===== src/rtl/ppu_pkg.sv =====
package ppu_pkg;
  localparam int SW = 16;

  // internal controller states
  typedef enum logic [1:0] {
    ST_OFF   = 2'b00,
    ST_START = 2'b01,
    ST_DRAIN = 2'b10,
    ST_RUN   = 2'b11
  } ppu_state_e;

  // raw PHY word field positions
  localparam int RAW_LINK  = 0;
  localparam int RAW_SPD_L = 1;
  localparam int RAW_DUP   = 3;
  localparam int RAW_PAUSE = 4;

  // decoded status word field positions
  localparam int ST_SPD_L  = 8;
  localparam int ST_DUP    = 10;
  localparam int ST_LINK   = 11;
  localparam int ST_FC     = 15;

  function automatic logic [SW-1:0] pack_status(input logic [SW-1:0] raw);
    logic [SW-1:0] s;
    s = '0;
    if (raw[RAW_LINK]) begin
      s[ST_LINK]            = 1'b1;
      s[ST_SPD_L+1 -: 2]    = raw[RAW_SPD_L+1 -: 2];
      s[ST_DUP]             = raw[RAW_DUP];
      s[ST_FC]              = raw[RAW_PAUSE];
    end
    return s;
  endfunction
endpackage


===== src/rtl/ppu_ctrl.sv =====
module ppu_ctrl
  import ppu_pkg::*;
#(
  parameter int START_DLY = 8
) (
  input  logic       clk,
  input  logic       rst_n,
  input  logic       poll_en,
  input  logic       host_req,
  input  logic       scan_busy,
  input  logic       phy_ack,
  output ppu_state_e state,
  output logic [1:0] run_state
);
  localparam int CW = (START_DLY > 1) ? $clog2(START_DLY) : 1;
  localparam logic [CW-1:0] CNT_LAST = CW'(START_DLY - 1);

  ppu_state_e    state_q, state_d;
  logic [CW-1:0] cnt_q, cnt_d;
  logic          cnt_en;

  always_comb begin
    state_d = state_q;
    cnt_d   = cnt_q;
    cnt_en  = 1'b0;
    case (state_q)
      ST_OFF: begin
        if (poll_en) begin
          state_d = ST_START;
          cnt_d   = '0;
          cnt_en  = 1'b1;
        end
      end
      ST_START: begin
        if (!poll_en) begin
          state_d = ST_OFF;
        end else if (cnt_q == CNT_LAST) begin
          if (!host_req) state_d = ST_RUN;
        end else begin
          cnt_d  = cnt_q + 1'b1;
          cnt_en = 1'b1;
        end
      end
      ST_RUN: begin
        if (!poll_en) state_d = ST_DRAIN;
      end
      ST_DRAIN: begin
        // leave only when no poller read remains outstanding
        if (!scan_busy || phy_ack) state_d = ST_OFF;
      end
      default: state_d = ST_OFF;
    endcase
  end

  always_ff @(posedge clk or negedge rst_n) begin
    if (!rst_n) begin
      state_q <= ST_OFF;
      cnt_q   <= '0;
    end else begin
      state_q <= state_d;
      if (cnt_en) cnt_q <= cnt_d;
    end
  end

  assign state = state_q;

  always_comb begin
    case (state_q)
      ST_OFF:   run_state = 2'b00;
      ST_START: run_state = 2'b01;
      default:  run_state = 2'b11;
    endcase
  end
endmodule


===== src/rtl/ppu_scan.sv =====
module ppu_scan #(
  parameter int NPORTS = 4,
  parameter int PW     = 2
) (
  input  logic          clk,
  input  logic          rst_n,
  input  logic          go,
  input  logic          clear,
  input  logic          phy_ack,
  output logic          busy,
  output logic [PW-1:0] port,
  output logic          wr_en
);
  localparam logic [PW-1:0] LAST = PW'(NPORTS - 1);

  logic          busy_q, busy_d;
  logic [PW-1:0] ptr_q, ptr_d;
  logic          ptr_en;

  assign wr_en = busy_q && phy_ack;

  always_comb begin
    busy_d = busy_q;
    ptr_d  = ptr_q;
    ptr_en = 1'b0;
    if (clear) begin
      busy_d = 1'b0;
      ptr_d  = '0;
      ptr_en = 1'b1;
    end else if (wr_en) begin
      ptr_d  = (ptr_q == LAST) ? '0 : ptr_q + 1'b1;
      ptr_en = 1'b1;
      busy_d = go;
    end else if (!busy_q) begin
      busy_d = go;
    end
  end

  always_ff @(posedge clk or negedge rst_n) begin
    if (!rst_n) begin
      busy_q <= 1'b0;
      ptr_q  <= '0;
    end else begin
      busy_q <= busy_d;
      if (ptr_en) ptr_q <= ptr_d;
    end
  end

  assign busy = busy_q;
  assign port = ptr_q;
endmodule


===== src/rtl/ppu_stat_bank.sv =====
module ppu_stat_bank
  import ppu_pkg::*;
#(
  parameter int NPORTS = 4,
  parameter int PW     = 2
) (
  input  logic                 clk,
  input  logic                 rst_n,
  input  logic                 wr_en,
  input  logic [PW-1:0]        wr_idx,
  input  logic [SW-1:0]        raw,
  output logic [NPORTS*SW-1:0] status_flat
);
  logic [SW-1:0] decoded;
  assign decoded = pack_status(raw);

  for (genvar i = 0; i < NPORTS; i++) begin : g_port
    logic [SW-1:0] word_q;
    logic          hit;
    assign hit = wr_en && (wr_idx == PW'(i));
    always_ff @(posedge clk or negedge rst_n) begin
      if (!rst_n)   word_q <= '0;
      else if (hit) word_q <= decoded;
    end
    assign status_flat[i*SW +: SW] = word_q;
  end
endmodule


===== src/rtl/ppu_top.sv =====
module ppu_top
  import ppu_pkg::*;
#(
  parameter int NPORTS    = 4,
  parameter int START_DLY = 8,
  localparam int PW       = (NPORTS > 1) ? $clog2(NPORTS) : 1
) (
  input  logic                 clk,
  input  logic                 rst_n,
  input  logic                 poll_en,
  output logic [1:0]           run_state,
  input  logic                 host_req,
  input  logic [PW-1:0]        host_port,
  output logic                 host_ack,
  output logic [15:0]          host_rdata,
  output logic                 phy_req,
  output logic [PW-1:0]        phy_port,
  input  logic                 phy_ack,
  input  logic [15:0]          phy_rdata,
  output logic [NPORTS*16-1:0] port_status
);
  ppu_state_e    state;
  logic          scan_busy, scan_wr, scan_go, scan_clear, own_bus;
  logic [PW-1:0] scan_port;

  ppu_ctrl #(.START_DLY(START_DLY)) u_ctrl (
    .clk(clk), .rst_n(rst_n), .poll_en(poll_en), .host_req(host_req),
    .scan_busy(scan_busy), .phy_ack(phy_ack),
    .state(state), .run_state(run_state)
  );

  assign own_bus    = (state == ST_RUN) || (state == ST_DRAIN);
  assign scan_go    = (state == ST_RUN) && poll_en;
  assign scan_clear = !own_bus;

  ppu_scan #(.NPORTS(NPORTS), .PW(PW)) u_scan (
    .clk(clk), .rst_n(rst_n), .go(scan_go), .clear(scan_clear),
    .phy_ack(phy_ack), .busy(scan_busy), .port(scan_port), .wr_en(scan_wr)
  );

  ppu_stat_bank #(.NPORTS(NPORTS), .PW(PW)) u_bank (
    .clk(clk), .rst_n(rst_n), .wr_en(scan_wr), .wr_idx(scan_port),
    .raw(phy_rdata), .status_flat(port_status)
  );

  // bus ownership
  assign phy_req    = own_bus ? scan_busy : host_req;
  assign phy_port   = own_bus ? scan_port : host_port;
  assign host_ack   = own_bus ? 1'b0      : phy_ack;
  assign host_rdata = phy_rdata;
endmodule


===== config.mk =====
export PLATFORM = sky130hd
export DESIGN_NAME = ppu_top
export DESIGN_NICKNAME = d
export VERILOG_FILES = /design/src/rtl/ppu_pkg.sv /design/src/rtl/ppu_ctrl.sv /design/src/rtl/ppu_scan.sv /design/src/rtl/ppu_stat_bank.sv /design/src/rtl/ppu_top.sv
export SDC_FILE = /design/constraint.sdc
export NUM_CORES = 1
export LEC_CHECK = 0
export BUFFER_PORTS_ARGS = -buffer_cell sky130_fd_sc_hd__buf_4
export CORE_ASPECT_RATIO = 1.25
export CORE_MARGIN = 3
export CORE_UTILIZATION = 42
export CTS_CLUSTER_DIAMETER = 80
export DETAILED_ROUTE_END_ITERATION = 8
export PLACE_DENSITY = 0.8
export SLEW_MARGIN = 5
export SYNTH_ARGS = -nofsm -noshare
export SYNTH_HDL_FRONTEND = slang
export SYNTH_SLANG_ARGS = --single-unit

===== constraint.sdc =====
create_clock -name clk -period 1.7 [get_ports clk]
set_input_delay 0.34 -clock clk [delete_from_list [all_inputs] [get_ports clk]]
set_output_delay 0.34 -clock clk [all_outputs]
set_load 0.02 [all_outputs]

==> run_results.csv <==
group,metric,value,unit
synth,yosys-top-cells-area,"dfrtp_1, buf_4, o21ai_0",
finish,seq_area,702,um^2
finish,fin_nets,237,
sta,layout_min_cycle_time,1600,ps
sta,post-route-period-util,0.940,
routing,vias,1081,
synth,synth.top_cell.area_share,0.420,
floorplan,dieArea,4770,um^2
finish,multi_input_comb_area,649,um^2
setup_path,critPathSlowestCell,"dfrtp_2",
sta,setup_viol,0,
routing,postRouteAntennaNets,0,
floorplan,die_height,76.5,um
synth,synth_top_area_cell,"dfrtp_1",
sta,fmax,626,MHz
setup_path,cp_num_buf_inv,1,
finish,diodes,0,
synth,yosysMostFrequentCell,"buf_4",
placed_design,place.gp.congestion,0.792,
synth,ys.flop_type,"dfrtp_1",
finish,fillers,398,
synth,yosys-top-cells-count,"buf_4, dfrtp_1, nand2_1",
sta,drv_slew,0,
finish,area_delta_synth_final,10.6,%
setup_path,cpPeakStageDelay,480,ps
setup_path,critical_path.top_delay_family,"flip-flops",
placed_design,placedInstanceArea,1780,um^2
sta,skew,2.14,ps
placed_design,dp.cells,256,
routing,post_drt_wl_per_cell,10.4,um
finish,instances_no_fill,261,
setup_path,crit_path_end_kind,"output port",
floorplan,ios,109,
synth,synth_cells,176,
synth,synth-seq-cells,28,
setup_path,worstSetupStartpointType,"flip-flop",
cts,cts.sinks,28,
finish,layout-drive-gt1-share,0.290,
routing,via_per_inst,4.14,
cts,cts_buffers,3,
setup_path,worstPathCellList,"mux2_2 -> buf_4",
pwr,power.leakage,0.000979,uW
setup_path,cp_max_fo,13,
synth,synth_edf_count,0,
routing,firstDrtPassIters,4,
placed_design,dp_hpwl,2200,um
cts,cts.path.max_buffers,2,
setup_path,cp_data_required_time,1360,ps
worst_hold_path,hold_class,"in2reg",
cts,clk_latency,260,ps
routing,wirelength,2720,um
setup_path,path_class,"reg2out",
global_route,grt_antenna_before_repair,0,
floorplan,coreArea,3820,um^2
global_route,grt_usage,0.111,
placed_design,io_buffers,42,
synth,ys_types,23,
cts,cts-root-buf,"clkbuf_8",
synth,ys_warn_count,0,
floorplan,rows,25,
routing,route.detailed.drc,0,
floorplan,initial_core_util,0.437,
cts,cts_tree,"built",
cts,htreeDepth,1,
synth,ys_seq_area_frac,0.420,
sta,tns,0,ps
synth,syn_area_per_cell,9.48,um^2
sta,rsz0062_at_grt,"false",
routing,drt_iter0_drc,39,
finish,final_cell_area,1840,um^2
setup_path,worstPathArrival,1260,ps
pwr,pwr_density_cell,694,nW/um^2
global_route,grt_max_degree,29,
synth,async_flop_share,1.00,
pwr,vdd_drop_max,248,uV
flow_run,drv_cap,0,
synth,syn_area,1670,um^2
run_status,outcome,"complete, no violations",
global_route,grt_pass1_vias,950,
floorplan,die_w,62.4,um
global_route,grt_pass1_wl,4270,um
sta,finalHoldViolCount,0,
global_route,grt-ovfl-total,0,
cts,clk_pin_slew_worst_paths,90,ps
[per-layer routing]
layer  up-vias  part of all wire  track usage
li1        526                 -            -
met1       492              0.36        0.127
met2        55              0.52        0.194
met3         8              0.10       0.0221
met4         0             0.015       0.0552
met5         -                 0            0
[layout make-up]
class / instances / area share
clock buffers: 4 / 0.0299
inverters: 4 / 0.00814
multi-input cells: 124 / 0.352
flip-flops and latches: 28 / 0.381
well taps: 54 / 0.0366
repair buffers: 47 / 0.193
[cell families (layout without fill, tap and decap cells)]
family | count (synthesis) | count (layout) | synth area share
buffers and inverters | 67 | 55 | 0.287
AO/OA/AOI/OAI | 28 | 28 | 0.0923
adder cells (fa/ha/maj) | 6 | 6 | 0.0450
flip-flops | 28 | 28 | 0.420
other | 1 | 44 | 0.00225
AND/OR/NAND/NOR | 39 | 39 | 0.107
multiplexers | 7 | 7 | 0.0465
[final timing paths]
kind                       slack [ps]                                      end  cells past startpoint                                     from
setup / recovery                  100                              phy_port[1]                      2              u_ctrl.state[1]$_DFFE_PN0P_
hold / removal                    360              u_ctrl.state[0]$_DFFE_PN0P_                      2                                  poll_en
setup reg to reg                  240              u_ctrl.cnt_q[0]$_DFFE_PN0P_                      4              u_ctrl.cnt_q[0]$_DFFE_PN0P_
hold reg to reg                   480  u_bank.g_port[2].word_q[10]$_DFFE_PN0P_                      2  u_bank.g_port[2].word_q[10]$_DFFE_PN0P_
max in group asynchronous         900              u_ctrl.state[1]$_DFFE_PN0P_                      2                                    rst_n
min in group asynchronous         510  u_bank.g_port[0].word_q[15]$_DFFE_PN0P_                      2                                    rst_n
[registers in the layout (all words and copies together) (netlist names)]
| name | cells |
|---|---|
| u_scan.port | 2 |
| u_ctrl.cnt_q | 3 |
| u_scan.busy | 1 |
| u_ctrl.state | 2 |
| u_bank.g_port.word_q | 20 |
[report_power, final]
group          switching [uW]  internal (uW)
registers                8.24            676
logic                     149           50.2
clock network             189            207
[per-stage QoR]
stage / util / hold WS [ps] / total power, uW / setup slack [ps]
finish: 0.483 / 358 / 1280 / 103
global route: 0.483 / 354 / 1340 / 48.7
CTS: 0.483 / 353 / 1290 / 85.9
detailed placement: 0.466 / 272 / 896 / 257
global placement: 0.466 / 271 / 892 / 313
floorplan: - / 44.4 / 950 / 315
[layout by cell type (no fill, tap or decap)]
master / n
o21ai_0: 22
inv_1: 4
ha_1: 6
nand3_1: 5
dlygate4sd3_1: 1
buf_4: 46
conb_1: 44
and2_1: 1
mux2i_1: 1
nor2_1: 1
nand2b_1: 1
dfrtp_1: 27
clkbuf_8: 4
a41oi_1: 1
nor2b_1: 2
nand2b_4: 1
dfrtp_2: 1
nand2_1: 26
o31ai_1: 1
mux2_2: 6
a21boi_0: 3
a21oi_1: 1
or2_2: 2
[what timing repair did]
| action | CTS | global route |
|---|---|---|
| resized for setup | 1 | 0 |
| setup endpoints to repair | 2 | 0 |
| hold buffers | 1 | 0 |
| hold endpoints to repair | 28 | 0 |
| setup buffers | 0 | 0 |
Power figures use the tool's default switching activity.
